### src/rtl/pa_ramp_pkg.sv
package pa_ramp_pkg;

    localparam int PA_DEPTH = 8;
    localparam int PA_IDX_W = $clog2(PA_DEPTH);
    localparam int PA_LVL_W = 8;

    typedef enum logic [1:0] {
        PH_IDLE = 2'd0,
        PH_UP   = 2'd1,
        PH_HOLD = 2'd2,
        PH_DOWN = 2'd3
    } phase_e;

    typedef struct packed {
        phase_e              ph;
        logic [PA_IDX_W-1:0] idx;
    } ramp_state_t;

    typedef struct packed {
        logic                sel;
        logic                we;
        logic                burst;
        logic [PA_LVL_W-1:0] data;
    } cfg_wr_t;

    // Entry that drives the amplifier for a given controller state.
    function automatic logic [PA_IDX_W-1:0] pick_index(
        input ramp_state_t st,
        input logic        ook_en,
        input logic        ook_bit
    );
        if (st.ph == PH_HOLD && ook_en)
            return {{(PA_IDX_W-1){1'b0}}, ook_bit};
        return st.idx;
    endfunction

    function automatic logic level_active(input phase_e ph);
        return ph != PH_IDLE;
    endfunction

endpackage

### src/rtl/pa_table.sv
module pa_table
    import pa_ramp_pkg::*;
#(
    parameter int            DEPTH      = PA_DEPTH,
    parameter int            LVL_W      = PA_LVL_W,
    parameter logic [7:0]    RST_ENTRY0 = 8'hC6
) (
    input  logic                     clk,
    input  logic                     rst,
    input  cfg_wr_t                  wr,
    input  logic [$clog2(DEPTH)-1:0] rd_idx,
    output logic [LVL_W-1:0]         rd_lvl,
    output logic [$clog2(DEPTH)-1:0] wr_ptr
);
    localparam int IW = $clog2(DEPTH);

    logic [DEPTH-1:0][LVL_W-1:0] ent;
    logic [DEPTH-1:0]            hit;
    logic                        wr_go;

    assign wr_go = wr.sel && wr.we;

    // Per-entry write decode: burst follows the pointer, single hits entry 0.
    for (genvar g = 0; g < DEPTH; g++) begin : g_hit
        assign hit[g] = wr_go && (wr.burst ? (wr_ptr == IW'(g)) : (g == 0));
    end

    always_ff @(posedge clk) begin
        if (rst) begin
            for (int k = 0; k < DEPTH; k++)
                ent[k] <= (k == 0) ? LVL_W'(RST_ENTRY0) : '0;
        end else begin
            for (int k = 0; k < DEPTH; k++)
                if (hit[k]) ent[k] <= wr.data[LVL_W-1:0];
        end
    end

    always_ff @(posedge clk) begin
        if (rst || !wr.sel)
            wr_ptr <= '0;
        else if (wr_go && wr.burst)
            wr_ptr <= wr_ptr + IW'(1);
    end

    assign rd_lvl = ent[rd_idx];

endmodule

### src/rtl/pa_ramp_ctrl.sv
module pa_ramp_ctrl
    import pa_ramp_pkg::*;
#(
    parameter int STEP_LEN = 4
) (
    input  logic                clk,
    input  logic                rst,
    input  logic                tx_en,
    input  logic [PA_IDX_W-1:0] pa_top,
    output ramp_state_t         st,
    output logic                done
);
    localparam int CNT_W = (STEP_LEN > 1) ? $clog2(STEP_LEN) : 1;
    localparam logic [CNT_W-1:0] CNT_LAST = CNT_W'(STEP_LEN - 1);

    logic [CNT_W-1:0]    cnt;
    logic [PA_IDX_W-1:0] top_q;
    logic                step_end;

    assign step_end = (cnt == CNT_LAST);

    always_ff @(posedge clk) begin
        if (rst) begin
            st.ph  <= PH_IDLE;
            st.idx <= '0;
            cnt    <= '0;
            top_q  <= '0;
            done   <= 1'b0;
        end else begin
            done <= 1'b0;
            unique case (st.ph)
                PH_IDLE: begin
                    if (tx_en) begin
                        top_q  <= pa_top;
                        st.idx <= '0;
                        cnt    <= '0;
                        st.ph  <= (pa_top == '0) ? PH_HOLD : PH_UP;
                    end
                end
                PH_UP: begin
                    if (!tx_en) begin
                        st.ph <= PH_DOWN;
                        cnt   <= '0;
                    end else if (step_end) begin
                        cnt <= '0;
                        if (st.idx == top_q) st.ph  <= PH_HOLD;
                        else                 st.idx <= st.idx + PA_IDX_W'(1);
                    end else begin
                        cnt <= cnt + CNT_W'(1);
                    end
                end
                PH_HOLD: begin
                    if (!tx_en) begin
                        st.ph <= PH_DOWN;
                        cnt   <= '0;
                    end
                end
                PH_DOWN: begin
                    if (step_end) begin
                        cnt <= '0;
                        if (st.idx == '0) begin
                            st.ph <= PH_IDLE;
                            done  <= 1'b1;
                        end else begin
                            st.idx <= st.idx - PA_IDX_W'(1);
                        end
                    end else begin
                        cnt <= cnt + CNT_W'(1);
                    end
                end
                default: st.ph <= PH_IDLE;
            endcase
        end
    end

endmodule

### src/rtl/pa_level_mux.sv
module pa_level_mux
    import pa_ramp_pkg::*;
#(
    parameter int LVL_W = PA_LVL_W
) (
    input  ramp_state_t         st,
    input  logic                ook_en,
    input  logic                ook_bit,
    input  logic [LVL_W-1:0]    tab_lvl,
    output logic [PA_IDX_W-1:0] tab_idx,
    output logic [LVL_W-1:0]    level
);
    always_comb begin
        tab_idx = pick_index(st, ook_en, ook_bit);
        level   = level_active(st.ph) ? tab_lvl : '0;
    end

endmodule

### src/rtl/pa_ramp_seq.sv
module pa_ramp_seq
    import pa_ramp_pkg::*;
#(
    parameter int         STEP_LEN   = 4,
    parameter logic [7:0] RST_ENTRY0 = 8'hC6
) (
    input  logic                clk,
    input  logic                rst,
    input  logic                cfg_sel,
    input  logic                cfg_we,
    input  logic                cfg_burst,
    input  logic [PA_LVL_W-1:0] cfg_wdata,
    input  logic [PA_IDX_W-1:0] pa_top,
    input  logic                tx_en,
    input  logic                ook_en,
    input  logic                ook_bit,
    output logic [PA_LVL_W-1:0] pa_level,
    output logic                ramp_done
);
    cfg_wr_t             wr_req;
    ramp_state_t         ramp_st;
    logic [PA_IDX_W-1:0] rd_idx;
    logic [PA_LVL_W-1:0] rd_lvl;
    logic [PA_IDX_W-1:0] wr_ptr;

    assign wr_req = '{sel: cfg_sel, we: cfg_we, burst: cfg_burst, data: cfg_wdata};

    pa_table #(
        .DEPTH      (PA_DEPTH),
        .LVL_W      (PA_LVL_W),
        .RST_ENTRY0 (RST_ENTRY0)
    ) u_table (
        .clk    (clk),
        .rst    (rst),
        .wr     (wr_req),
        .rd_idx (rd_idx),
        .rd_lvl (rd_lvl),
        .wr_ptr (wr_ptr)
    );

    pa_ramp_ctrl #(
        .STEP_LEN (STEP_LEN)
    ) u_ctrl (
        .clk    (clk),
        .rst    (rst),
        .tx_en  (tx_en),
        .pa_top (pa_top),
        .st     (ramp_st),
        .done   (ramp_done)
    );

    pa_level_mux #(
        .LVL_W (PA_LVL_W)
    ) u_mux (
        .st      (ramp_st),
        .ook_en  (ook_en),
        .ook_bit (ook_bit),
        .tab_lvl (rd_lvl),
        .tab_idx (rd_idx),
        .level   (pa_level)
    );

endmodule

### config.mk
export PLATFORM = sky130hd
export DESIGN_NAME = pa_ramp_seq
export DESIGN_NICKNAME = d
export VERILOG_FILES = /design/src/rtl/pa_ramp_pkg.sv /design/src/rtl/pa_table.sv /design/src/rtl/pa_ramp_ctrl.sv /design/src/rtl/pa_level_mux.sv /design/src/rtl/pa_ramp_seq.sv
export SDC_FILE = /design/constraint.sdc
export NUM_CORES = 1
export LEC_CHECK = 0
export BUFFER_PORTS_ARGS = -buffer_cell sky130_fd_sc_hd__buf_2
export CORE_ASPECT_RATIO = 0.8
export CORE_UTILIZATION = 45
export DETAILED_ROUTE_END_ITERATION = 7
export HOLD_SLACK_MARGIN = 0.1
export PLACE_DENSITY = 0.64
export SYNTH_ARGS = -nofsm -noshare
export SYNTH_HDL_FRONTEND = slang
export SYNTH_SLANG_ARGS = --single-unit
### constraint.sdc
create_clock -name clk -period 1.9 [get_ports clk]
set_clock_uncertainty 0.05 [all_clocks]
set_input_delay 0.095 -clock clk [delete_from_list [all_inputs] [get_ports clk]]
set_output_delay 0.095 -clock clk [all_outputs]
set_load 0.05 [all_outputs]
### Word-level counts from Yosys, hierarchy flattened

Index checks and enable logic that the tools add are counted.

| cells by class | value |
|---|---|
| bitwise logic cells | 2 |
| order comparisons | 1 |
| muxes and demuxes | 33 |
| reductions and logical operators | 24 |
| equality and inequality tests | 22 |
| add/sub/neg operators | 4 |

Operators by type and width:

| cell | number |
|---|---|
| $bmux 8 s3 | 1 |
| $mux 2 | 9 |
| $mux 8 | 2 |
| $pmux 2 s4 | 2 |
| $mux 3 | 5 |
| $mux 5 | 3 |
| $eq 3x3->1 const B | 4 |
| $logic_and 1x1->1 | 11 |
| $mux 1 | 10 |
| $ne 2x2->1 const B | 5 |
| $logic_not 3->1 | 3 |
| $pmux 3 s3 | 1 |
| $reduce_and 7->1 | 1 |
| $add 3x1->3 const B | 2 |
| $eq 2x2->1 const B | 3 |
| $eq 3x2->1 const B | 2 |
| $ne 2x1->1 const B | 3 |
| $ne 3x2->1 const B | 2 |
| $reduce_and 6->1 | 1 |
| $lt 3x4->1 const B | 1 |
| $reduce_and 2->1 | 2 |
| $eq 3x1->1 const B | 1 |
| $eq 3x3->1 | 1 |
| $reduce_bool 3->1 | 1 |
| other kinds (9) | 10 |

| storage, ports and cells | value |
|---|---|
| output and inout bits | 9 |
| word-level logic and storage cells | 100 |
| bits in registers | 78 |
| bits of input ports | 19 |

### Longest topological paths before layout

| logic depth | value |
|---|---|
| depth in word-level cells | 7 |
| gate-level depth with buffers | 7 |
| depth with buffers taken out | 6 |

### Hierarchy

From an unflattened synthesis, not the netlist that was laid out.

| second synthesis, totals | value |
|---|---|
| cells, all modules | 396 |
| area total of the unflattened synthesis | 4032.6 µm² |

Modules (own cells, without submodules):

| module | times used | area an instance (µm²) | cells each | seq. area each (µm²) |
|---|---|---|---|---|
| pa_table | 1 | 3213.1 | 299 | 1341.3 |
| pa_ramp_ctrl | 1 | 725.7 | 84 | 220.2 |
| pa_level_mux | 1 | 93.8 | 13 | 0.0 |

### Worst setup path after synthesis

No wires, ideal clock.

| timing path | value |
|---|---|
| path kind | register to output |
| from | reg, netlist name u_ctrl.st[3] |
| to | out pa_level[4] |
| stages on the path, launching flop included | 8 |
| arrival | 2.610 ns |
| required time | 1.755 ns |
| path buffers | 1 |
| setup slack | -0.855 ns |
| path through | dfxtp_1 -> inv_1 -> ha_1 -> a211o_1 -> o21ai_1 -> buf_2 -> a221oi_1 -> nor3_1 |

| on the way | value |
|---|---|
| longest elaborated chain between the ends | 7 |
| elaborated cells on any way between the ends | 8 |
| those cells by class | eq/ne: 1; mux: 5; reduce/logical: 2 |

Ends and longest elaborated chain:

| element | line | text |
|---|---|---|
| $eq 2x2->1 | pa_ramp_pkg.sv:32 | `if (st.ph == PH_HOLD && ook_en)` |
| $logic_and 1x1->1 | pa_ramp_pkg.sv:32 |  |
| $mux 1 | pa_ramp_pkg.sv:32 |  |
| $mux 3 | pa_ramp_pkg.sv:34 | `return st.idx;` |
| $bmux 8 s3 | pa_table.sv:45 | `assign rd_lvl = ent[rd_idx];` |
| $mux 8 (not written as such) | pa_table.sv:45 |  |
| $mux 8 * | pa_level_mux.sv:15 | `level = level_active(st.ph) ? tab_lvl : '0;` |
| to (decl) | pa_ramp_seq.sv:17 | `output logic [PA_LVL_W-1:0] pa_level,` |

Every way passes the cells marked *; elsewhere a longest branch is shown, timed or not. The select of a mux whose other input is x is not followed.

### Worst setup path in the final report

| timing path | value |
|---|---|
| from | reg, netlist name u_ctrl.st[3] |
| to | out pa_level[1] |

| on the way | value |
|---|---|
| longest elaborated chain between the ends | 7 |
| elaborated cells on any way between the ends | 8 |
| those cells by class | eq/ne: 1; mux: 5; reduce/logical: 2 |

Ends and longest elaborated chain:

| element | line |
|---|---|
| $eq 2x2->1 | pa_ramp_pkg.sv:32 |
| $logic_and 1x1->1 | pa_ramp_pkg.sv:32 |
| $mux 1 | pa_ramp_pkg.sv:32 |
| $mux 3 | pa_ramp_pkg.sv:34 |
| $bmux 8 s3 | pa_table.sv:45 |
| $mux 8 (not written as such) | pa_table.sv:45 |
| $mux 8 * | pa_level_mux.sv:15 |

Marks and branches as above.

==> reports/qor.log <==
INFO  run_status     status=finished, violations left
INFO  run_status     violated_checks=setup timing
INFO  floorplanning  design.die.area=8690µm²
INFO  global_route   grt_overflow=0
INFO  floorplanning  placement_rows=29
INFO  logic_synthesis asyncSetResetFlopFracSynth=0%
INFO  drt            finalWirelength=9760µm
INFO  floorplanning  pin_count=28
INFO  worst_setup_path arrival=2.09ns
INFO  logic_synthesis synth_area=3740µm²
INFO  pwr            power_density=1040nW/µm²
INFO  worst_setup_path crit_path_top_delay_cell=a222oi_1
INFO  global_route   grt_start_max_net_pins=32
INFO  finish         num-nets-final=502
INFO  logic_synthesis synth-seq-area-share=41.7%
INFO  clocking       clockBufferDepth=2
INFO  worst_hold_path holdCritPathClass=in -> reg
INFO  clocking       tritoncts=yes
INFO  drt            drt_iter0_markers=202
INFO  worst_setup_path cp_cell_sequence=inv_4, ha_4, and3_4, a31o_4, a222oi_1, nor3_4, buf_6
INFO  worst_setup_path minimum_setup_slack_among_reg_to_reg_paths=-0.09ns
INFO  pwr            p_leak=2.06nW
INFO  global_route   antenna_violations_before_repair=0
INFO  drt            via_density_per_instance=5.55
INFO  timing         final-max-slew-violation-count=0
INFO  pwr            worst_ir_drop_vdd=607µV
INFO  timing         grt_setup_unrepaired=true
INFO  logic_synthesis syn_inst=414
INFO  worst_setup_path critPathLaunchType=flip-flop
INFO  drt            route.detailed.drc=0
INFO  clocking       clkSinkCount=78
INFO  global_route   grt.total_usage=23.7%
INFO  logic_synthesis synth-edff-count=0
INFO  timing         hold_violations=0
INFO  logic_synthesis synth_seq_cells=78
INFO  pwr            power.share.switching=36.5%
INFO  global_route   grt_pass1_wl=15,900µm
INFO  clocking       h_tree_depth=3
INFO  logic_synthesis synth_area_per_cell=9.04µm²
INFO  pwr            internal_power=3.18mW
INFO  worst_setup_path r2r_cells=7
INFO  timing         setup_viol=10
INFO  logic_synthesis yosysWarningCount=0
INFO  drt            first_pass_iters=6
INFO  finish         finish.instance_area=4800µm²
INFO  floorplanning  initial_core_utilization=46.9%
INFO  finish         drive_above_1_share=25.1%
INFO  logic_synthesis mappedNetlistNets=446
INFO  finish         area.sequential=1570µm²
INFO  timing         period_share=118%
INFO  logic_synthesis synth_cell_types=48
INFO  timing         rel_slew_slack=65.7%
INFO  placement      numPortBuffers=27
INFO  timing         fin_ws=-0.334ns
INFO  worst_setup_path critical_path.max_fanout=8
INFO  pwr            power_frac_comb=39.5%
INFO  timing         setup_tns=-2.50ns
INFO  finish         multi_input_area=2250µm²
INFO  worst_setup_path crit-reg2reg-capture=u_ctrl.st[0]
INFO  finish         area.growth.synth_to_final=28.2%
INFO  worst_setup_path cp_data_required_time=1.75ns
INFO  placement      hpwl=6540µm
INFO  finish         diodes=0
INFO  clocking       clk_latency=0.36ns
INFO  worst_hold_path worst_hold_startpoint=cfg_burst
INFO  pwr            power_frac_seq=35.0%
INFO  pwr            clock_power_share=25.5%
INFO  worst_hold_path holdPathEnd=u_table.ent[0]
INFO  drt            route.vias.total=3,233
INFO  clocking       cts.root.buffer_cell=clkbuf_8
INFO  job            cap_violations=0
INFO  floorplanning  placeable_core_region=7980µm²
INFO  pwr            power.net_switching=1.83mW
INFO  floorplanning  die_x=104µm
INFO  logic_synthesis dominant_register_cell_in_the_synthesized_netlist=dfxtp_1
INFO  placement      gp_congestion=0.816
INFO  worst_hold_path hold-path-cell-count=5
INFO  timing         worst-slew-pin-transition=0.515ns
INFO  timing         fmaxAchievable=448MHz
INFO  placement      dpl_cell_area=4250µm²
INFO  drt            route.antenna.remaining_nets=0
INFO  floorplanning  chipHeight=83.6µm
INFO  clocking       tritoncts.num_buffers=9
INFO  worst_setup_path critical-path-max-stage-delay=0.52ns
INFO  global_route   first_global_vias=3,083
INFO  finish         filler_cell_count=724
INFO  clocking       clk_transition_reported_paths=0.08ns
INFO  drt            wl_per_cell=16.7µm
INFO  worst_setup_path cp-end-kind=output pin
INFO  worst_setup_path worstReg2RegStart=u_ctrl.st[3]
INFO  worst_setup_path critical_path_class=reg -> out
INFO  timing         final.min_clock_period=2.23ns
-- per-layer routing --
metal  share of wire, %  track usage, %  wire length (µm)  up-vias
met3                5.8            4.61               565       19
met2                 44            35.6              4300      111
met4                2.5            10.9               241        0
met1                 48            32.8              4660     1519
met5                  0               0                 0        -
li1                   -               -                 -     1584
-- metrics by stage --
step / instances / setup WS [ns] / util, % / power [mW] / hold WS [ns]
floorplan: 414 / 0.00549 / - / 2.98 / 0.192
global placement: 546 / -0.0271 / 53.2 / 3.43 / 0.320
detailed placement: 546 / -0.0531 / 53.2 / 3.45 / 0.322
CTS: 578 / -0.334 / 59.4 / 4.96 / 0.228
global route: 583 / -0.408 / 60.1 / 5.24 / 0.260
finish: 583 / -0.334 / 60.1 / 5.01 / 0.247
-- area by class of cell --
cell class / count / share of cell area (%)
clock buffers: 10 / 2.66
clock inverters: 6 / 1.46
inverters: 7 / 0.600
multi-input cells: 298 / 46.8
flip-flops and latches: 78 / 32.7
well taps: 108 / 2.82
repair buffers: 76 / 12.9
-- critical path: cells and delay by family, from the launching register on --
| kind | cells | cell delay (ns) |
|---|---|---|
| AOI/OAI and AO/OA | 2 | 0.77 |
| adders and majority gates | 1 | 0.16 |
| buffers and inverters | 2 | 0.21 |
| DFF | 1 | 0.37 |
| and+or+nand+nor | 2 | 0.23 |
-- synth_stat cells, drive strengths merged, types with 2 or more instances --
cell | n | share of area [%]
a21oi | 26 | 3.5
mux2i | 61 | 16
nand3 | 9 | 1.6
nor3 | 10 | 1.3
clkbuf | 22 | 2.2
nand2b | 2 | 0.33
nand3b | 2 | 0.40
a221oi | 8 | 1.9
dfxtp | 78 | 42
a211o | 5 | 1.2
and2 | 2 | 0.33
o21bai | 8 | 1.6
nor2 | 56 | 5.6
and3 | 2 | 0.33
a222oi | 8 | 2.1
nor2b | 4 | 0.67
nand2 | 41 | 4.1
mux2 | 3 | 0.90
ha | 12 | 4.0
inv | 7 | 0.70
a31oi | 2 | 0.33
buf | 10 | 1.5
xnor2 | 4 | 0.94
o21ai | 13 | 1.7
-- sequential cells by signal (all words and copies together), names as in the netlist --
signal          flops
u_ctrl.top_q        3
u_ctrl.cnt          2
u_ctrl.st           5
u_ctrl.done         1
u_table.wr_ptr      3
u_table.ent        64
-- worst max path at each step --
stage,from,slack (ns),endpoint
final,u_ctrl.st[3],-0.33,pa_level[1]
after global routing,u_ctrl.st[3],-0.41,pa_level[1]
after detailed placement,u_ctrl.st[3],-0.05,pa_level[6]
after CTS,u_ctrl.st[3],-0.33,pa_level[1]
after global placement,u_ctrl.st[3],-0.03,pa_level[4]
after floorplan,u_ctrl.st[0],0.005,pa_level[1]
-- repair_timing --
action | CTS | global route
resized for setup | 33 | 5
gates cloned | 1 | 0
setup endpoints to repair | 10 | 12
pin swaps | 12 | 6
hold buffers | 14 | 0
hold endpoints to repair | 72 | 0
setup buffers | 1 | 5
-- placed cells by master (no fill, tap or decap), types with 6 or more instances in the layout --
| master | instances |
|---|---|
| nor3_4 | 8 |
| ha_1 | 9 |
| a222oi_1 | 8 |
| o21bai_1 | 8 |
| mux2i_1 | 61 |
| clkbuf_8 | 9 |
| buf_6 | 8 |
| dlygate4sd3_1 | 14 |
| buf_4 | 32 |
| nand2_1 | 40 |
| buf_2 | 19 |
| nand3_1 | 6 |
| a21oi_1 | 25 |
| nor2_1 | 56 |
| o21ai_0 | 11 |
| a221oi_2 | 7 |
| dfxtp_1 | 76 |
-- power by group through the flow --
stage	clock network, mW	registers [mW]	logic (mW)
after floorplan	0	1.79	1.19
after global placement	0	1.79	1.64
after detailed placement	0	1.80	1.65
after CTS	1.32	1.76	1.88
after global routing	1.38	1.77	2.10
final	1.28	1.76	1.98
-- cell families (layout without fill, tap and decap cells) --
group	after synthesis	after routing	share of synthesized area [%]
adders and majority gates	13	13	4.55
DFF	78	78	41.7
and+or+nand+nor	137	137	16.8
xor gates and xnor gates	4	4	0.936
muxes	64	64	17.2
AOI/OAI and AO/OA	79	80	14.4
buffers and inverters	39	99	4.45
Power figures use the tool's default switching activity.
